===== config.mk =====
export PLATFORM = sky130hd
export DESIGN_NAME = dual_down_timer
export DESIGN_NICKNAME = d
export VERILOG_FILES = /design/src/rtl/dual_down_timer.sv
export SDC_FILE = /design/constraint.sdc
export NUM_CORES = 1
export LEC_CHECK = 0
export ABC_AREA = 1
export ABC_CLOCK_PERIOD_IN_PS = 2350
export BUFFER_PORTS_ARGS = -buffer_cell sky130_fd_sc_hd__buf_2
export CAP_MARGIN = 20
export CORE_ASPECT_RATIO = 0.75
export CORE_MARGIN = 2
export CORE_UTILIZATION = 50
export CTS_CLUSTER_SIZE = 8
export DETAILED_ROUTE_END_ITERATION = 8
export HOLD_SLACK_MARGIN = 0.06
export PLACE_DENSITY = 0.69
export REMOVE_ABC_BUFFERS = 1
export SETUP_SLACK_MARGIN = 0.15
export SYNTH_ARGS = -nofsm -noshare
export SYNTH_HDL_FRONTEND = slang
export SYNTH_SLANG_ARGS = --single-unit

===== constraint.sdc =====
create_clock -name clk -period 2.35 [get_ports clk]
set_clock_uncertainty 0.2 [all_clocks]
set_input_delay 0.3525 -clock clk [delete_from_list [all_inputs] [get_ports clk]]
set_output_delay 0.3525 -clock clk [all_outputs]
set_load 0.005 [all_outputs]

===== src/rtl/dual_down_timer.sv =====
module dual_down_timer #(
  parameter int CNT_W  = 32,
  parameter int ADDR_W = 8
) (
  input  logic              clk,
  input  logic              rst_n,
  input  logic              wr_en,
  input  logic [ADDR_W-1:0] addr,
  input  logic [31:0]       wdata,
  output logic [31:0]       rdata,
  input  logic [3:0]        rate_tick,
  input  logic              ext_tick,
  output logic              irq
);

  localparam int NCH    = 2;
  localparam int STRIDE = 16;
  localparam logic [ADDR_W-1:0] MASK_A = ADDR_W'(8'h48);
  localparam logic [ADDR_W-1:0] ACK_A  = ADDR_W'(8'h4C);
  localparam logic [ADDR_W-1:0] RAW_A  = ADDR_W'(8'h50);
  localparam logic [ADDR_W-1:0] MSKD_A = ADDR_W'(8'h54);
  localparam logic [1:0] OP_LOAD = 2'd0;
  localparam logic [1:0] OP_RUN  = 2'd2;

  logic [NCH-1:0][CNT_W-1:0] div_q;
  logic [NCH-1:0][CNT_W-1:0] cnt_q;
  logic [NCH-1:0][4:0]       ctl_q;
  logic [NCH-1:0]            expire;
  logic [NCH-1:0]            raw_q;
  logic [NCH-1:0]            mask_q;

  wire ack_wr  = wr_en && addr == ACK_A;
  wire mask_wr = wr_en && addr == MASK_A;

  for (genvar ch = 0; ch < NCH; ch++) begin : g_ch
    localparam logic [ADDR_W-1:0] DIV_A = ADDR_W'(ch * STRIDE);
    localparam logic [ADDR_W-1:0] CTL_A = ADDR_W'(ch * STRIDE + 8);

    wire div_wr = wr_en && addr == DIV_A;
    wire ctl_wr = wr_en && addr == CTL_A;
    wire run    = ctl_q[ch][1:0] == OP_RUN;
    logic tick;

    always_comb begin
      case (ctl_q[ch][4:2])
        3'd0, 3'd1: tick = ext_tick;
        3'd4, 3'd5, 3'd6, 3'd7: tick = rate_tick[ctl_q[ch][3:2]];
        default: tick = 1'b0;
      endcase
    end

    assign expire[ch] = run && tick && !ctl_wr && cnt_q[ch] <= CNT_W'(1);

    always_ff @(posedge clk or negedge rst_n) begin
      if (!rst_n) begin
        div_q[ch] <= '0;
        cnt_q[ch] <= '0;
        ctl_q[ch] <= '0;
      end else begin
        if (div_wr) div_q[ch] <= wdata[CNT_W-1:0];
        if (ctl_wr) begin
          ctl_q[ch] <= wdata[4:0];
          if (wdata[1:0] == OP_LOAD) cnt_q[ch] <= div_q[ch];
        end else if (run && tick) begin
          cnt_q[ch] <= expire[ch] ? div_q[ch] : cnt_q[ch] - CNT_W'(1);
        end
      end
    end
  end

  always_ff @(posedge clk or negedge rst_n) begin
    if (!rst_n) begin
      raw_q  <= '0;
      mask_q <= '0;
    end else begin
      raw_q <= (raw_q & ~(ack_wr ? wdata[NCH-1:0] : '0)) | expire;
      if (mask_wr) mask_q <= wdata[NCH-1:0];
    end
  end

  assign irq = |(raw_q & mask_q);

  always_comb begin
    rdata = '0;
    for (int c = 0; c < NCH; c++) begin
      if (addr == ADDR_W'(c * STRIDE))     rdata = 32'(div_q[c]);
      if (addr == ADDR_W'(c * STRIDE + 4)) rdata = 32'(cnt_q[c]);
      if (addr == ADDR_W'(c * STRIDE + 8)) rdata = 32'(ctl_q[c]);
    end
    if (addr == MASK_A) rdata = 32'(mask_q);
    if (addr == RAW_A)  rdata = 32'(raw_q);
    if (addr == MSKD_A) rdata = 32'(raw_q & mask_q);
  end

endmodule



## Yosys cells after proc, flatten, opt, wreduce, memory -nomap -nowiden

Cells that the tools add are included.

- $lt $le $gt $ge: 4
- Eq/ne operators: 23
- Muxes and demuxes: 24
- $add $sub $neg: 2
- Bitwise logic cells: 5
- Reductions and logical operators: 27

Operator list:

| kind | count |
|---|---|
| $mux W32 | 17 |
| $le A32 B1 Y1 const B | 2 |
| $sub A32 B1 Y32 const B | 2 |
| $eq A8 B7 Y1 const B | 4 |
| $eq A3 B3 Y1 const B | 8 |
| $eq A8 B5 Y1 const B | 3 |
| $logic_and A1 B1 Y1 | 12 |
| $eq A8 B3 Y1 const B | 1 |
| $eq A8 B4 Y1 const B | 1 |
| $logic_not A8 Y1 | 1 |
| $reduce_or A4 Y1 | 2 |
| $and A2 B2 Y2 | 3 |
| $eq A3 B1 Y1 const B | 2 |
| $logic_not A3 Y1 | 2 |
| $lt A2 B3 Y1 const B | 2 |
| $reduce_or A2 Y1 | 3 |
| $bmux W1 S2 | 2 |
| $eq A2 B2 Y1 const B | 2 |
| $ne A2 B1 Y1 const B | 2 |
| $pmux W1 S2 | 2 |
| $reduce_and A2 Y1 | 2 |
| $reduce_bool A2 Y1 | 2 |
| $logic_not A1 Y1 | 2 |
| $logic_not A2 Y1 | 1 |
| other kinds (4) | 5 |

- Word-level logic and storage cells: 93
- Output and inout bits: 33
- Bits of input ports: 48
- Bits in registers: 142

## Longest topological paths before layout

- Word-level depth: 10
- Mapped depth: 14

## Least setup slack after synthesis

OpenSTA, ideal clock, no wires.

- Path kind: input-to-output
- From: in addr[5]
- To: out rdata[2]
- Path buffers: 1
- Slack: 0.304 ns
- Cell stages on the path: 10
- Arrival: 1.493 ns
- Cell sequence: inv_1 > nand2_1 > nor2_1 > inv_1 > nor2_1 > buf_2 > inv_1 > nand4_1 > o211ai_1 > a21oi_1

- Longest elaborated chain between the ends: 10
- Elaborated cells between the ends (all ways): 18

Ends and longest elaborated chain:

| what | line | text |
|---|---|---|
| from (decl) | 8 | `input logic [ADDR_W-1:0] addr,` |
| $logic_not A8 Y1 | 86 | `if (addr == ADDR_W'(c * STRIDE)) rdata = 32'(div_q[c]);` |
| $mux W32 | 86 |  |
| $mux W32 | 87 | `if (addr == ADDR_W'(c * STRIDE + 4)) rdata = 32'(cnt_q[c]);` |
| $mux W32 | 88 | `if (addr == ADDR_W'(c * STRIDE + 8)) rdata = 32'(ctl_q[c]);` |
| $mux W32 | 86 |  |
| $mux W32 | 87 |  |
| $mux W32 | 88 |  |
| $mux W32 | 90 | `if (addr == MASK_A) rdata = 32'(mask_q);` |
| $mux W32 | 91 | `if (addr == RAW_A) rdata = 32'(raw_q);` |
| $mux W32 (*) | 92 | `if (addr == MSKD_A) rdata = 32'(raw_q & mask_q);` |
| to (decl) | 10 | `output logic [31:0] rdata,` |

Mark *: on every way between the ends. The rest lies on a longest branch, timed or not.

## Worst setup path after layout

- From: in addr[0]
- To: out rdata[25]

The elaborated chain is that of the path after synthesis.

==> impl_results.md <==
* Grt total ovfl at 0
* Hold crit path type: in2reg
* Final period util at 0.9732
* Biggest cell delay along the critical path at 0.28 ns
* DR WL/cell at 18.59 µm
* DRC at 0
* First-pass GRT wire length at 50940 µm
* PnR Total Power at 5912 µW
* Crit path capture type: output port
* Seq pwr share at 0.438
* Critical path class: in2out
* Least-Margin Pin Slew at 0.5851 ns
* Die W at 161.8 µm
* Final min period at 2.287 ns
* Vias/cell at 5.588
* I/O pin total at 81
* Pwr dens at 466.7 nW/µm²
* Status: complete, no violations
* Worst-skew pair later-pin latency at 0.43 ns
* Post-synth top area share at 0.3806
* Drt first pass iters at 7
* CP max-delay cell: nor2_4
* DR vias at 10410
* Synth area leaders: dfrtp_1 (38%), nand2_1 (18%), inv_1 (7.5%)
* Switch share at 0.2674
* Power Internal at 4331 µW
* Critical path required time at 1.80 ns
* Cells after Synth at 1421
* Max-slew headroom at 0.6099
* Static leakage at 0.006378 µW
* Cell variety after synth at 38
* Part of the power in combinational logic at 0.086
* Internal reg-to-reg setup slack at 0.18 ns
* Most Frequent Cell on Critical Path: nor2_4
* Sequential area share after synthesis at 0.3806
* Post-detailed-route count of antenna-violating nets at 0
* Worst EP arrival at 1.73 ns
* P&R area growth vs syn at 35.68%
* Crit path max-delay family: buffers and inverters
* CTS tree: built
* Post-synth EDFFs at 0
* PortBufs at 80
* Gr usage total at 0.3357
* Die ar. at 19790 µm²
* Initial antenna violation count at 1
* Avg Cell Area, Syn at 6.569 µm²
* Clock power share at 0.477
* CTS Buf Count at 17
* Nets at 1655
* Buf/Inv on CP at 4
* Core area at 18400 µm²
* Unrepaired setup endpoints after global routing: yes
* Synthesized area at 9335 µm²
* Startpoint Class: input port
* Number of global-route vias before repair at 9343
* Slew Viols, Final at 0
* FMAX at 437.2 MHz
* Worst path cell trace: buf_8, nor2_4, nand3_4, nor2_4, inv_4, clkbuf_16, o22ai_4, a21oi_1, o21ai_1, buf_2
* Total Wirelength at 34630 µm
* Synth top cells by count: nand2_1 (455), inv_1 (186), nor2_1 (157)
* Flops & latches, synth at 142
* Asr flop ratio synth at 1.000
* Placed wire-length estimate at 22840 µm
* Num rows at 43
* Initial Utilization at 0.5073
* Count leader, synth: nand2_1
* Crit-path max FO at 8
* Warnings from Yosys at 0
* Clk slew on worst S/H paths at 0.07 ns
* Routability Congestion at 0.9797
* Chip height at 122.3 µm
* Maximum capacitance violations at 0
* Top FF cell, synth: dfrtp_1
* Largest net degree at the start of global routing at 65
* Endpoints failing setup at 0
* Sw Pwr at 1581 µW
* Max VDD drop at 0.3392 mV
* DR iter-0 viols at 1211
* Leading area contributor after synthesis: dfrtp_1
* Max Buffers Root-to-Sink at 2
* H-tree lvl count at 4
* Total Neg Setup Slack at 0 ns
* Layout cells sized above 1 at 0.2364
* Root buf cell: clkbuf_16
* # diodes at 0
* # clock sinks at 142
* Final Hold Fails at 0
==> logic make-up after synthesis <==
family | count (synthesis) | synth area share
AND/OR/NAND/NOR | 802 | 0.3615
adder cells (fa/ha/maj) | 4 | 0.005361
buffers and inverters | 247 | 0.1071
XOR/XNOR | 35 | 0.03284
AO/OA/AOI/OAI | 191 | 0.1126
flip-flops | 142 | 0.3806
==> repair_timing <==
item                                    CTS  global route
hold buffers                             29             0
cloned                                    3             8
endpoints found under the hold margin   104             0
pin swaps                                11            32
buffers inserted                         14            18
gates resized for setup                  92           139
endpoints found under the setup margin   93            96
==> worst register-to-register path, cell delays in order, from the launching register on <==
cell and delay (ns):
dfrtp_1 0.42, nor2_2 0.15, nand2_1 0.11, inv_2 0.10, nand2_1 0.05, nor2_1 0.09
nand2_1 0.13, nor2_4 0.20, nand2_8 0.15, buf_4 0.18, nand3_1 0.06, nand3_1 0.10
nand2_1 0.09, inv_1 0.04
==> sequential cells by signal (all words and copies together), names as in the netlist <==
register and count:
raw_q 2, cnt_q 64, div_q 64, mask_q 2, ctl_q 10
==> stage by stage <==
step                      cells    util  worst slack [ns]  hold WS [ns]  cell area [µm²]
after floorplan            1367       -            -1.102       -0.1431             9062
after global placement     1759  0.5672           -0.1099        0.1688            10440
after detailed placement   1759  0.5672          -0.08297        0.1716            10440
after CTS                  1837  0.6457            0.1154       0.06375            11880
after global routing       1863  0.6884           0.01593        0.1011            12670
final                      1863  0.6884           0.06291       0.07408            12670
==> per-layer routing <==
layer,vias up,track usage,part of all wire
met4,2,0.09513,0.025
met3,74,0.07503,0.099
met2,542,0.5274,0.45
li1,4888,-,-
met5,-,0,0.00020
met1,4905,0.4691,0.43
==> power groups by stage <==
stage	Clock [µW]	Combinational, µW	Sequential (µW)
2_1_floorplan	0	200	2610
4_1_cts	2830	464	2580
5_1_grt	2940	561	2600
3_3_place_gp	0	394	2620
3_5_place_dp	0	400	2620
6_report	2820	506	2590
==> path summary, 6_finish.rpt <==
check	cells past startpoint	end	startpoint
max reg2reg	13	cnt_q[38]	cnt_q[40]
max	10	rdata[25]	addr[0]
max in group asynchronous	3	div_q[30]	rst_n
min in group asynchronous	2	cnt_q[3]	rst_n
min reg2reg	2	ctl_q[6]	ctl_q[6]
min	3	ctl_q[3]	wdata[3]
==> placed cells by master (no fill, tap or decap), drive strengths merged, types with 25 or more instances in the layout <==
| master | instances |
|---|---|
| a21oi | 30 |
| buf | 179 |
| dfrtp | 142 |
| dlygate4sd3 | 29 |
| inv | 198 |
| nand2 | 464 |
| nand3 | 136 |
| nand4 | 25 |
| nor2 | 166 |
| o21ai | 129 |
| xor2 | 32 |
==> area by class of cell <==
type / count / area [µm²]
clock inverters: 14 / 156.4
inverters: 193 / 739.5
flip-flops and latches: 142 / 3562
well taps: 247 / 309.0
multi-input cells: 1035 / 5539
clock buffers: 18 / 439.2
repair buffers: 214 / 1921
fillers: 1575 / 5734
No activity file was read; power rests on OpenSTA's default activity.
